`config.mk`:
```
export PLATFORM = sky130hd
export DESIGN_NAME = retire_queue
export DESIGN_NICKNAME = d
export VERILOG_FILES = /design/src/rtl/retq_pkg.sv /design/src/rtl/retq_ptrs.sv /design/src/rtl/retq_store.sv /design/src/rtl/retq_select.sv /design/src/rtl/retire_queue.sv
export SDC_FILE = /design/constraint.sdc
export NUM_CORES = 1
export LEC_CHECK = 0
export ABC_AREA = 1
export BUFFER_PORTS_ARGS = -buffer_cell sky130_fd_sc_hd__buf_2
export CAP_MARGIN = 20
export CORE_MARGIN = 10
export CORE_UTILIZATION = 45
export DETAILED_ROUTE_END_ITERATION = 16
export PLACE_DENSITY = 0.75
export SETUP_SLACK_MARGIN = 0.15
export SLEW_MARGIN = 20
export SYNTH_ARGS = -nofsm -noshare
export SYNTH_HDL_FRONTEND = slang
export SYNTH_HIERARCHICAL = 1
export SYNTH_SLANG_ARGS = --single-unit
```
`constraint.sdc`:
```
create_clock -name clk -period 4.5 [get_ports clk]
set_input_delay 0.675 -clock clk [delete_from_list [all_inputs] [get_ports clk]]
set_output_delay 0.675 -clock clk [all_outputs]
set_load 0.05 [all_outputs]
```
`src/rtl/retq_pkg.sv`:
```
// Package: shared types for the retirement queue.
// Assumes: nothing; holds only the per-entry flag record.
package retq_pkg;

    // Per-entry status bits. The payload is kept separately because its width is a parameter.
    typedef struct packed {
        logic valid;   // entry holds a live instruction
        logic done;    // execution has finished
        logic br;      // entry is a branch
        logic mis;     // branch finished as mispredicted
    } retq_flag_t;

    // Number of entries retired in one cycle (0, 1 or 2).
    typedef logic [1:0] retq_ncmt_t;

endpackage

```
`src/rtl/retq_ptrs.sv`:
```
// Module: head and tail pointers of the ring, each with one wrap bit.
// Assumes: DEPTH is a power of two, at least 2. The caller never allocates
// while full or while a squash is taking place.
module retq_ptrs #(
    parameter int DEPTH = 8
) (
    input  logic                       clk,
    input  logic                       rst_n,
    input  logic                       alloc_fire,
    input  retq_pkg::retq_ncmt_t       n_cmt,
    input  logic                       squash,
    output logic [$clog2(DEPTH)-1:0]   head_idx,
    output logic [$clog2(DEPTH)-1:0]   tail_idx,
    output logic                       full,
    output logic                       empty
);
    localparam int IW = $clog2(DEPTH);
    localparam int PW = IW + 1;

    logic [PW-1:0] head_q;
    logic [PW-1:0] tail_q;
    logic [PW-1:0] head_next;
    logic [PW-1:0] occ;

    // New head after this cycle's retirements.
    always_comb begin
        head_next = head_q + PW'(n_cmt);
    end

    // Advance the head on retirement; move the tail on allocation, or snap it to the head on a squash.
    always_ff @(posedge clk) begin
        if (!rst_n) begin
            head_q <= '0;
            tail_q <= '0;
        end else begin
            head_q <= head_next;
            if (squash) begin
                tail_q <= head_next;
            end else if (alloc_fire) begin
                tail_q <= tail_q + PW'(1);
            end
        end
    end

    // Derive the indices and the full/empty state from the pointers.
    always_comb begin
        head_idx = head_q[IW-1:0];
        tail_idx = tail_q[IW-1:0];
        empty    = (head_q == tail_q);
        full     = (head_q[IW] != tail_q[IW]) && (head_q[IW-1:0] == tail_q[IW-1:0]);
        occ      = tail_q - head_q;
    end

    // The number of live entries never exceeds the capacity.
    p_occ_bound_r3: assert property (@(posedge clk) disable iff (!rst_n)
        occ <= PW'(DEPTH));

    // An accepted allocation moves the tail forward by exactly one.
    p_alloc_step_r2: assert property (@(posedge clk) disable iff (!rst_n)
        (alloc_fire && !squash) |=> (tail_q == $past(tail_q) + PW'(1)));

    // After a squash the ring is empty.
    p_squash_empty_r6: assert property (@(posedge clk) disable iff (!rst_n)
        squash |=> (head_q == tail_q));

endmodule

```
`src/rtl/retq_store.sv`:
```
// Module: entry storage. Holds a flag record and a payload per entry.
// Assumes: the allocation index always names a free entry. Retiring and
// clearing take priority over completion in the same cycle.
module retq_store #(
    parameter int DEPTH = 8,
    parameter int DW    = 16
) (
    input  logic                       clk,
    input  logic                       rst_n,
    input  logic                       alloc_fire,
    input  logic [$clog2(DEPTH)-1:0]   alloc_idx,
    input  logic                       alloc_br,
    input  logic [DW-1:0]              alloc_data,
    input  logic                       cmpl_valid,
    input  logic [$clog2(DEPTH)-1:0]   cmpl_idx,
    input  logic                       cmpl_mis,
    input  logic                       clr_all,
    input  logic [DEPTH-1:0]           ret_mask,
    output retq_pkg::retq_flag_t       flags [DEPTH],
    output logic [DW-1:0]              data  [DEPTH]
);
    localparam int IW = $clog2(DEPTH);

    for (genvar i = 0; i < DEPTH; i++) begin : g_ent
        logic hit_alloc;
        logic hit_cmpl;

        // Decode whether this entry is targeted by an allocation or a completion.
        always_comb begin
            hit_alloc = alloc_fire && (alloc_idx == IW'(i));
            hit_cmpl  = cmpl_valid && (cmpl_idx == IW'(i))
                        && flags[i].valid && !flags[i].done;
        end

        // Update the flag record: clear, fill on allocation, or mark finished.
        always_ff @(posedge clk) begin
            if (!rst_n) begin
                flags[i] <= '0;
            end else if (clr_all || ret_mask[i]) begin
                flags[i] <= '0;
            end else if (hit_alloc) begin
                flags[i].valid <= 1'b1;
                flags[i].done  <= 1'b0;
                flags[i].br    <= alloc_br;
                flags[i].mis   <= 1'b0;
            end else if (hit_cmpl) begin
                flags[i].done <= 1'b1;
                flags[i].mis  <= cmpl_mis && flags[i].br;
            end
        end

        // Capture the payload on allocation; it needs no reset.
        always_ff @(posedge clk) begin
            if (hit_alloc) begin
                data[i] <= alloc_data;
            end
        end

        // A free entry never carries a finished mark.
        p_idle_clean_r7: assert property (@(posedge clk) disable iff (!rst_n)
            !flags[i].valid |-> !flags[i].done);

        // Only branch entries can hold a mispredict mark.
        p_mis_branch_r10: assert property (@(posedge clk) disable iff (!rst_n)
            flags[i].mis |-> flags[i].br);

        // A finished live entry stays finished until it leaves the buffer.
        p_done_sticky_r4: assert property (@(posedge clk) disable iff (!rst_n)
            (flags[i].valid && flags[i].done) |=> (flags[i].done || !flags[i].valid));
    end

endmodule

```
`src/rtl/retq_select.sv`:
```
// Module: choose which entries retire this cycle (two slots, oldest first).
// Assumes: head_idx names the oldest entry; entries are contiguous from there.
module retq_select #(
    parameter int DEPTH = 8
) (
    input  logic                       clk,
    input  logic                       rst_n,
    input  retq_pkg::retq_flag_t       flags [DEPTH],
    input  logic [$clog2(DEPTH)-1:0]   head_idx,
    output logic                       c0,
    output logic                       c1,
    output logic [$clog2(DEPTH)-1:0]   idx0,
    output logic [$clog2(DEPTH)-1:0]   idx1,
    output logic                       squash,
    output retq_pkg::retq_ncmt_t       n_cmt
);
    localparam int IW = $clog2(DEPTH);

    retq_pkg::retq_flag_t f0;
    retq_pkg::retq_flag_t f1;

    // Read the two oldest entries and apply the in-order retirement rules.
    always_comb begin
        idx0   = head_idx;
        idx1   = head_idx + IW'(1);
        f0     = flags[idx0];
        f1     = flags[idx1];
        c0     = f0.valid && f0.done;
        c1     = c0 && !f0.mis && f1.valid && f1.done;
        squash = (c0 && f0.mis) || (c1 && f1.mis);
        n_cmt  = {1'b0, c0} + {1'b0, c1};
    end

    // Slot 1 never retires on its own.
    p_slot_order_r5: assert property (@(posedge clk) disable iff (!rst_n)
        c1 |-> c0);

    // Nothing passes a retiring mispredicted branch.
    p_no_pass_r9: assert property (@(posedge clk) disable iff (!rst_n)
        (c0 && flags[head_idx].mis) |-> !c1);

endmodule

```
`src/rtl/retire_queue.sv`:
```
// Module: top of the in-order retirement queue with mispredict squash.
// Assumes: DEPTH is a power of two, at least 2. A completion names the index
// that allocation returned for that instruction.
module retire_queue #(
    parameter int DEPTH = 8,
    parameter int DW    = 16
) (
    input  logic                       clk,
    input  logic                       rst_n,
    input  logic                       alloc_valid,
    input  logic                       alloc_br,
    input  logic [DW-1:0]              alloc_data,
    output logic                       alloc_ready,
    output logic [$clog2(DEPTH)-1:0]   alloc_idx,
    input  logic                       cmpl_valid,
    input  logic [$clog2(DEPTH)-1:0]   cmpl_idx,
    input  logic                       cmpl_mis,
    output logic                       cmt0_valid,
    output logic [$clog2(DEPTH)-1:0]   cmt0_idx,
    output logic [DW-1:0]              cmt0_data,
    output logic                       cmt1_valid,
    output logic [$clog2(DEPTH)-1:0]   cmt1_idx,
    output logic [DW-1:0]              cmt1_data,
    output logic                       flush
);
    localparam int IW = $clog2(DEPTH);

    logic                  full;
    logic                  empty;
    logic                  alloc_fire;
    logic                  squash;
    logic                  c0;
    logic                  c1;
    logic [IW-1:0]         head_idx;
    logic [IW-1:0]         tail_idx;
    logic [IW-1:0]         idx0;
    logic [IW-1:0]         idx1;
    logic [DEPTH-1:0]      ret_mask;
    logic                  flush_q;
    retq_pkg::retq_ncmt_t  n_cmt;
    retq_pkg::retq_flag_t  flags [DEPTH];
    logic [DW-1:0]         data  [DEPTH];

    // Accept allocations only when there is room and no squash is under way.
    always_comb begin
        alloc_ready = !full && !squash;
        alloc_fire  = alloc_valid && alloc_ready;
        alloc_idx   = tail_idx;
    end

    // One-hot mask of the entries that leave through the commit slots.
    always_comb begin
        for (int i = 0; i < DEPTH; i++) begin
            ret_mask[i] = (c0 && (idx0 == IW'(i))) || (c1 && (idx1 == IW'(i)));
        end
    end

    // Drive the commit slots from the selected entries.
    always_comb begin
        cmt0_valid = c0;
        cmt0_idx   = idx0;
        cmt0_data  = data[idx0];
        cmt1_valid = c1;
        cmt1_idx   = idx1;
        cmt1_data  = data[idx1];
        flush      = flush_q;
    end

    // Register the squash into a one-cycle flush pulse.
    always_ff @(posedge clk) begin
        if (!rst_n) begin
            flush_q <= 1'b0;
        end else begin
            flush_q <= squash;
        end
    end

    retq_ptrs #(.DEPTH(DEPTH)) u_ptrs (
        .clk        (clk),
        .rst_n      (rst_n),
        .alloc_fire (alloc_fire),
        .n_cmt      (n_cmt),
        .squash     (squash),
        .head_idx   (head_idx),
        .tail_idx   (tail_idx),
        .full       (full),
        .empty      (empty)
    );

    retq_store #(.DEPTH(DEPTH), .DW(DW)) u_store (
        .clk        (clk),
        .rst_n      (rst_n),
        .alloc_fire (alloc_fire),
        .alloc_idx  (tail_idx),
        .alloc_br   (alloc_br),
        .alloc_data (alloc_data),
        .cmpl_valid (cmpl_valid),
        .cmpl_idx   (cmpl_idx),
        .cmpl_mis   (cmpl_mis),
        .clr_all    (squash),
        .ret_mask   (ret_mask),
        .flags      (flags),
        .data       (data)
    );

    retq_select #(.DEPTH(DEPTH)) u_sel (
        .clk      (clk),
        .rst_n    (rst_n),
        .flags    (flags),
        .head_idx (head_idx),
        .c0       (c0),
        .c1       (c1),
        .idx0     (idx0),
        .idx1     (idx1),
        .squash   (squash),
        .n_cmt    (n_cmt)
    );

    // The flush pulse lasts one cycle.
    p_flush_pulse_r6: assert property (@(posedge clk) disable iff (!rst_n)
        flush |=> !flush);

    // While the flush pulse is high the buffer is empty and nothing retires.
    p_flush_quiet_r6: assert property (@(posedge clk) disable iff (!rst_n)
        flush |-> (empty && !cmt0_valid));

    // An empty buffer retires nothing.
    p_empty_idle_r4: assert property (@(posedge clk) disable iff (!rst_n)
        empty |-> !cmt0_valid);

endmodule

```
After elaboration in Yosys (flattened, before gate mapping)
Index checks and enable logic that the tools add are counted.
- register bits after elaboration: 169
- bits in latches: 0
- RAM bits: 0
- memory bits (read-only): 0
- output and inout port bits: 45
- logic and storage cells: 210
- memories kept: 0
- add/sub/neg operators: 4
- $mul: 0
- div/mod/pow operators: 0
- order comparisons: 2
- eq/ne operators: 30
- shift-type cells: 0
- multiplexer cells: 14
- bitwise logic cells: 3
- reduce and logical (&&, ||, !) cells: 114
- operators by type and width (cell ; number):
    16-bit binary-select mux with 3-bit select ; 2
    1-bit logical AND ; 65
    16-bit two-way mux ; 4
    3-bit equality test, second input constant ; 16
    4-bit binary-select mux with 3-bit select ; 2
    3-bit by 2-bit equality test with 1-bit output, second input constant ; 8
    4-bit two-way mux ; 6
    3-bit OR reduction ; 8
    1-bit logical OR ; 17
    2-bit OR reduction ; 8
    3-bit by 1-bit equality test with 1-bit output, second input constant ; 4
    3-bit logical NOT ; 4
    1-bit logical NOT ; 11
    4-bit >= comparator, second input constant ; 2
    3-bit inverter with 4-bit output ; 2
    4-bit by 1-bit adder with 4-bit output, second input constant ; 1
    4-bit by 2-bit adder with 4-bit output ; 1
    3-bit by 1-bit adder with 3-bit output, second input constant ; 1
    3-bit equality test ; 1
    1-bit by 1-bit adder with 2-bit output ; 1
    2-bit nonzero test ; 1
    1-bit != test ; 1
    1-bit inverter ; 1

Depth between registers and ports, before layout
Gate-level depths: netlist of run 1.
- word-level depth: 15
- depth in mapped cells: 19

Hierarchy
Netlist of run 1, hierarchy kept.
- modules (own cells, without submodules) (module ; times used ; cells an instance ; area an instance (sq um)):
    retq_store ; 1 ; 343 ; 5297.6
    retire_queue ; 1 ; 751 ; 2929.1
    retq_ptrs ; 1 ; 80 ; 540.5
    retq_select ; 1 ; 99 ; 508.0

Worst setup path before layout of run 1
OpenSTA, ideal clock, no wires.
- path kind: register to register
- start point: register u_ptrs.head_q[1]
- end point: register, netlist name u_store/flags[30]
- setup time: 0.118 ns
- arrival: 3.491 ns
- slack: 0.891 ns
- cell stages (with the launch flop): 15
- path buffers: 1
- cells stage by stage: dfxtp_1 buf_4 ha_1 inv_1 nand3_1 nand3_1 nand2_1 nand3_1 a21oi_2 nor3b_1 nand2_1 nor2_1 inv_1 nand3_1 a21oi_1
- elaborated cells on any way between the ends: 31
- those cells by class: add/sub (1); eq/ne (1); mux (6); bitwise (2); reduce/logical (21)
- RTL lines (what ; RTL line ; text):
    start, declared ; retq_ptrs.sv:20 ; logic [PW-1:0] head_q;
    start signal, assigned ; retq_ptrs.sv:36 ; head_q <= head_next;
    3-bit by 1-bit adder with 3-bit output * ; retq_select.sv:25 ; idx1 = head_idx + IW'(1);
    net cmt1_idx[1] ; retire_queue.sv:22 ; output logic [$clog2(DEPTH)-1:0] cmt1_idx,
    3-bit inverter with 4-bit output (implied by the code) * ; retq_select.sv:27 ; f1 = flags[idx1];
    4-bit binary-select mux with 3-bit select * ; retq_select.sv:27 ;
    4-bit two-way mux (implied by the code) * (2 in a row) ; retq_select.sv:27 ;
    1-bit logical AND (2 in a row) ; retq_select.sv:29 ; c1 = c0 && !f0.mis && f1.valid && f1.done;
    1-bit logical AND * ; retq_select.sv:30 ; squash = (c0 && f0.mis) || (c1 && f1.mis);
    1-bit logical OR * ; retq_select.sv:30 ;
    net squash ; retire_queue.sv:31 ; logic squash;
    1-bit logical NOT * ; retire_queue.sv:46 ; alloc_ready = !full && !squash;
    1-bit logical AND * ; retire_queue.sv:46 ;
    1-bit logical AND * ; retire_queue.sv:47 ; alloc_fire = alloc_valid && alloc_ready;
    net alloc_fire ; retire_queue.sv:30 ; logic alloc_fire;
    1-bit logical AND * ; retq_store.sv:30 ; hit_alloc = alloc_fire && (alloc_idx == IW'(i));
    net u_store.g_ent[0].hit_alloc ; retq_store.sv:25 ; logic hit_alloc;
    3-bit OR reduction (no source line) * ; n/a ;
The timed path passes the listed nets; every way through them passes the cells marked *. The select of a mux whose other input is x is not followed.
A chain may end at the register's enable or synchronous reset.

Final worst setup path of run 1
- start point: register u_ptrs.head_q[0]
- end point: output port cmt1_data[14]
- longest elaborated chain between the ends: 5
- RTL lines (what ; RTL line ; text):
    3-bit by 1-bit adder with 3-bit output ; retq_select.sv:25 ;
    3-bit inverter with 4-bit output (implied by the code) ; retire_queue.sv:65 ; cmt1_data = data[idx1];
    16-bit binary-select mux with 3-bit select ; retire_queue.sv:65 ;
    16-bit two-way mux (implied by the code) (2 in a row) ; retire_queue.sv:65 ;
    end, declared ; retire_queue.sv:23 ; output logic [DW-1:0] cmt1_data,
Every way passes these cells. The select of a mux whose other input is x is not followed.

==> results of run 1 <==
## through the flow
stage	setup slack, ps	utilization [%]	hold slack, ps
2_1_floorplan	891	-	438
3_3_place_gp	562	48.1	451
3_5_place_dp	640	48.1	456
4_1_cts	443	50.8	464
5_1_grt	163	50.8	475
6_report	425	50.8	463
## power by group through the flow
| stage | sequential [mW] | combinational (mW) | clock, mW |
|---|---|---|---|
| after floorplan | 1.75 | 0.164 | 0 |
| after global placement | 1.76 | 0.242 | 0 |
| after detailed placement | 1.76 | 0.244 | 0 |
| after CTS | 1.72 | 0.246 | 1.36 |
| after global routing | 1.73 | 0.268 | 1.42 |
| final | 1.72 | 0.244 | 1.34 |
## registers in the layout, indices dropped and copies added, names as in the netlist
| register | cells |
|---|---|
| u_ptrs/head_q | 4 |
| flush | 1 |
| u_ptrs/tail_q | 4 |
| u_store/flags | 32 |
| u_store/data | 128 |
## routing by layer
metal | vias up | GRT usage (%)
met1 | 3818 | 24.2
met5 | - | 0
met3 | 35 | 4.18
li1 | 4070 | -
met4 | 0 | 5.89
met2 | 382 | 31.2
## worst min path at each step
stage	slack, ps	cells past startpoint	start	endpoint
2_1_floorplan	440	2	u_store/flags[25]	u_store/flags[25]
3_3_place_gp	450	2	u_store/flags[21]	u_store/flags[21]
3_5_place_dp	460	2	u_store/flags[25]	u_store/flags[25]
4_1_cts	460	2	u_store/flags[25]	u_store/flags[25]
5_1_grt	470	2	u_store/flags[25]	u_store/flags[25]
6_report	460	2	u_store/flags[25]	u_store/flags[25]
## worst max-delay path: stages (launching register included)
cell and delay (ps):
sky130_fd_sc_hd__dfxtp_2 320, sky130_fd_sc_hd__buf_4 240, sky130_fd_sc_hd__inv_2 480, sky130_fd_sc_hd__buf_4 660, sky130_fd_sc_hd__inv_4 450, sky130_fd_sc_hd__nand2_1 170, sky130_fd_sc_hd__nand2_1 70, sky130_fd_sc_hd__nand2_1 50
sky130_fd_sc_hd__nand2_1 60, sky130_fd_sc_hd__nand2_1 70, sky130_fd_sc_hd__nand2_1 100, sky130_fd_sc_hd__buf_2 220
## area by class of cell
cell class | count | share of cell area, %
timing repair buffer | 89 | 4.82
sequential | 169 | 45.4
tap | 270 | 3.29
inverter | 68 | 2.53
clock buffer | 29 | 5.08
multi-input combinational | 970 | 38.7
clock inverter | 3 | 0.158
==> implementation parameters, run 1 <==
Parameter                              Value

Power
  Overall power of the completed layout ... approximately 3.3 mW
  Pint ... about 2.5 mW
  Switch Pwr ... 0.763 mW
  Maximum vdd ir drop ... 0.238 mV
  Clock network fraction of design power ... just over 40%
  Sw frac ... 23.0%
  Power density relative to cell area ... 322 nW/um^2
  Logic pwr share ... 7.4%
  Proportion of power drawn by flip-flops and latches ... 52.1%
  Leakage power ... 4.75 nW

Synth
  Mean cell area of the mapped netlist ... about 7.3 um^2
  Post-synth net total ... between 1k and 1.5k
  Synthesized instance count ... 1272
  Synthesized cell area ... 9270 um^2
  Number of warnings reported in the yosys synthesis log ... 6

CTS
  Total CTS buffers ... 17
  CTS resizes ... 0
  TritonCTS clock tree ... yes
  CTS max path bufs ... 2
  Level count of the clock H-tree ... 4
  Number of sinks handled by clock tree synthesis ... 169
  CTS root buffer ... sky130_fd_sc_hd__clkbuf_16
  Clock Latency Late Sink ... 420 ps
  Number of buffers inserted by post-CTS setup repair ... 0
  Number of buffers inserted for hold repair after clock tree synthesis ... 0
  Clock slew seen by the registers of the worst setup and hold paths ... 60 ps

Routing
  Total routed wire length on the met1 layer ... approximately 11 mm
  Number of vias per cell ... 5.20
  Aggregate routed wire length ... ~26 mm
  Met3 WL post-DR ... 2.18 mm
  Wire length on met2 ... 12.1 mm
  Post-route DRC ... 0
  Post-detailed-route wirelength per cell ... roughly 16 um
  Via count of the routed design ... between 8k and 9k
  Top routing layer in use ... met4
  Number of design-rule violations left by the first detailed-router iteration ... approximately 940
  Number of nets with antenna violations after routing ... 0
  Router iterations before antenna repair ... 6

STA
  Worst Max-Slew Pin Slew ... 758 ps
  Final hold violation count ... 0
  Setup Skew ... 9.72 ps
  Maximum frequency from static timing analysis ... 245 MHz
  Worst relative slew slack ... about half
  Final setup violation count ... 0
  Period minus WS final ... 4070 ps
  Crit share post-route ... 90.6%
  Setup repair after global routing missed its margin ... false
  Total count of max-transition violations in the final report ... 0
  Setup total negative slack ... 0 ps

Worst setup path
  Count of cells along the worst register-to-register path ... 16
  Worst setup path class ... reg2out
  Reg-to-reg endpoint ... u_store/flags[1]
  Worst setup startpoint ... u_ptrs/head_q[0]
  R2R setup slack ... 480 ps
  Critical Path Start Type ... flip-flop
  Maximum fanout along the worst path ... 66
  Crit path required time ... 3830 ps
  Nature of the critical path endpoint ... output port
  Arrival time worst endpoint ... 3400 ps
  Termination of the worst setup path ... cmt1_data[14]
  Worst r2r src ... u_ptrs/head_q[0]

Placement
  Number of placed instances with taps included ... 1566
  Weighted congestion at the end of routability-driven global placement ... 0.892
  Post-DP Area ... 9740 um^2
  Port Buf Inserts ... 69
  Half-perimeter wire length after detailed placement ... ~16 mm

Floorplanning
  Core Footprint ... between 20000 and 25000 um^2
  Die X ... 164 um
  Starting density of the core ... 45.8%
  Die footprint ... roughly 27000 um^2
  Die Height ... ~160 um
  Number of placement rows ... 52
  I/O pin count ... 70

Finish
  Area used by sequential logic in the layout ... 4670 um^2
  Multi-input gate area in the final layout ... 3980 um^2
  Non-filler instance count after layout ... 1598
  Leading cell type in the layout, fill and taps excluded ... sky130_fd_sc_hd__nand2_1
  Final instance area ... 10300 um^2
  Filler instances ... 1895
  Layout overhead on the synthesized area ... 10.8%
  Proportion of layout cells with a drive suffix above 1 ... 10.9%
  Nets@finish ... approximately 1.3k
  Number of inserted diodes ... 0
  Leading cell types in the layout, fill and taps excluded ... sky130_fd_sc_hd__nand2_1, sky130_fd_sc_hd__edfxtp_1, sky130_fd_sc_hd__buf_2

Global routing
  Wire length of the first global-routing pass ... 40.5 mm
  Combined global-route utilization of all metal layers ... 18.9%
  Global route overflow ... 0
  Via count of the first global-routing pass ... 7841
  Largest net degree at the start of global routing ... 67
  Initial antenna violation count ... 0

Worst hold path
  Worst min-delay path class ... reg2reg

Flow run
  Number of maximum-capacitance constraint violations ... 0

Status
  Run status ... finished clean
(Power assumes the default switching activity.)
==> inputs of run 2 (changes only) <==
==> constraint.sdc (replaced) <==
create_clock -name clk -period 4.5 [get_ports clk]
set_input_delay 0.225 -clock clk [delete_from_list [all_inputs] [get_ports clk]]
set_output_delay 0.225 -clock clk [all_outputs]
set_load 0.05 [all_outputs]
==> run 2 against run 1 <==
Critical endpoint is now cmt1_data[12]. Sequential power is essentially flat. Core utilization grew 0.57 points. Largest power group unchanged. Wire length grew 0.58%. Via count grew 1.1%. First-iteration DRC count shrank 15%. Maximum frequency shrank 0.11%.
==> implementation parameters, run 2 (synthesized netlist as in run 1, its figures left out) <==
Parameter                              Value

Status
  Run status ... finished clean

Flow run
  Number of maximum-capacitance constraint violations ... 0

Finish
  Flip-flop count of the largest register, all copies and words added ... 128
  Leading cell types in the layout, fill and taps excluded ... sky130_fd_sc_hd__nand2_1, sky130_fd_sc_hd__edfxtp_1, sky130_fd_sc_hd__buf_2
  Layout overhead on the synthesized area ... 12.1%
  Filler instances ... 1840
  Proportion of layout cells with a drive suffix above 1 ... 11.4%
  Nets@finish ... 1347
  Leading cell type in the layout, fill and taps excluded ... sky130_fd_sc_hd__nand2_1
  Final core utilization ... 51.3%
  Largest reg by FF count ... u_store/data
  Registers with the highest flip-flop counts ... u_store/data: 128 flops, u_store/flags: 32 flops

Global routing
  Global routing's busiest layer ... met2
  Combined global-route utilization of all metal layers ... between 10% and 20%
  Global-route met3 utilization ... between 4 and 5%
  Initial antenna violation count ... 2
  Global route overflow ... 0
  Largest net degree at the start of global routing ... 54
  Wire length of the first global-routing pass ... 40.4 mm
  M2 GR Usage ... a little under a third
  Met1 capacity usage during global routing ... 23.8%
  Via count of the first global-routing pass ... 7812

CTS
  Total CTS buffers ... 17
  Clock Latency Late Sink ... 440 ps
  TritonCTS clock tree ... yes
  CTS root buffer ... sky130_fd_sc_hd__clkbuf_16
  Clock slew seen by the registers of the worst setup and hold paths ... 70 ps
  Level count of the clock H-tree ... 4
  CTS max path bufs ... 2
  Number of sinks handled by clock tree synthesis ... 169

Routing
  Post-detailed-route wirelength per cell ... 16.0 um
  Via count of the routed design ... about 8.4k
  Number of nets with antenna violations after routing ... 0
  Post-route DRC ... 0
  Aggregate routed wire length ... 25.7 mm
  Router iterations before antenna repair ... 6
  Number of vias per cell ... about 5.2
  Number of design-rule violations left by the first detailed-router iteration ... 798

Placement
  Half-perimeter wire length after detailed placement ... 16.7 mm
  Weighted congestion at the end of routability-driven global placement ... 0.900
  Port Buf Inserts ... 69

STA
  Crit share post-route ... just over 90%
  Setup Skew ... 9.26 ps
  Final setup violation count ... 0
  Setup total negative slack ... 0 ps
  Period minus WS final ... 4080 ps
  Final hold violation count ... 0
  Total count of max-transition violations in the final report ... 0
  Setup repair after global routing missed its margin ... false
  Maximum frequency from static timing analysis ... between 200 and 250 MHz
  Worst relative slew slack ... 44.0%
  Worst Max-Slew Pin Slew ... 839 ps

Floorplanning
  Die X ... 164 um
  Die footprint ... 26700 um^2
  Die Height ... 164 um
  I/O pin count ... 70
  Number of placement rows ... 52
  Starting density of the core ... a little under half
  Core Footprint ... 20200 um^2

Worst setup path
  Maximum fanout along the worst path ... 47
  Nature of the critical path endpoint ... output port
  Arrival time worst endpoint ... ~3900 ps
  Crit path required time ... 4280 ps
  Worst setup path class ... reg2out
  Count of cells along the worst register-to-register path ... 16
  Critical Path Start Type ... flip-flop

Power
  Maximum vdd ir drop ... 0.208 mV
  Power density relative to cell area ... 342 nW/um^2
  Leakage power ... between 4 and 5 nW

Worst hold path
  Worst min-delay path class ... in2reg
  Number of cells on the worst hold path ... 1
[run 2: changes by cell type in the layout (fill, tap and decap cells not counted), sizes merged]
cell	change
buf	+1
bufinv	+4
clkbuf	-11
clkinv	+2
clkinvlp	+1
diode	+2
inv	+4
[run 2: repair_timing]
item,CTS,global route
setup endpoints to repair,0,56
resized for setup,0,1
setup buffers,0,0
hold buffers,0,0
[run 2: where the power goes]
group          leakage (nW)  internal, mW  switching [mW]  total (mW)
registers              1.50          1.71          0.0179        1.73
clock network         0.310         0.945           0.635        1.58
logic                  2.99        0.0581           0.185       0.244
total                  4.80          2.71           0.838        3.55
[run 2: routing by layer]
| layer | share of wire [%] | up-vias | wire length, um |
|---|---|---|---|
| met4 | 2.4 | 0 | 613 |
| met3 | 7.7 | 53 | 1990 |
| met1 | 43 | 3901 | 10900 |
| li1 | - | 4074 | - |
| met2 | 47 | 366 | 12100 |
| met5 | 0 | - | 0 |
[run 2: layout make-up]
| type | instances | area, um^2 | share of cell area (%) |
|---|---|---|---|
| Antenna cell | 2 | 5.00 | 0.0482 |
| Multi-Input combinational cell | 970 | 3980 | 38.3 |
| Tap cell | 270 | 338 | 3.25 |
| Clock inverter | 14 | 211 | 2.04 |
| Inverter | 68 | 255 | 2.46 |
| Clock buffer | 18 | 429 | 4.13 |
| Timing Repair Buffer | 90 | 503 | 4.84 |
| Sequential cell | 169 | 4670 | 44.9 |
[run 2: critical path, stage by stage (launching register included)]
cell                      delay [ps]
sky130_fd_sc_hd__dfxtp_2         330
sky130_fd_sc_hd__buf_4           370
sky130_fd_sc_hd__inv_2           450
sky130_fd_sc_hd__buf_4           440
sky130_fd_sc_hd__inv_2           520
sky130_fd_sc_hd__buf_4           480
sky130_fd_sc_hd__nand2_1         100
sky130_fd_sc_hd__nand2_1          70
sky130_fd_sc_hd__nand2_1          40
sky130_fd_sc_hd__nand2_1          90
sky130_fd_sc_hd__nand2_1          90
sky130_fd_sc_hd__nand2_1         100
sky130_fd_sc_hd__buf_2           260
[run 2: final timing paths]
| path | from | slack [ps] | end |
|---|---|---|---|
| worst max-delay path | u_ptrs/head_q[0] | 420 | cmt1_data[12] |
| worst min-delay path | alloc_data[14] | 70 | u_store/data[78] |
| worst max register to register | u_ptrs/head_q[0] | 630 | u_store/flags[22] |
| worst min register to register | u_store/flags[1] | 470 | u_store/flags[1] |
[run 2: metrics by stage]
stage / hold WS (ps) / instance area, um^2 / power, mW / instances / worst slack (ps)
global route: 68.5 / 10400 / 3.66 / 1599 / 200
global placement: 450 / 9740 / 2.00 / 1567 / 643
detailed placement: 459 / 9740 / 2.00 / 1567 / 482
floorplan: 323 / 9270 / 1.92 / 1272 / 891
finish: 72.0 / 10400 / 3.55 / 1601 / 421
CTS: 69.7 / 10400 / 3.56 / 1599 / 463
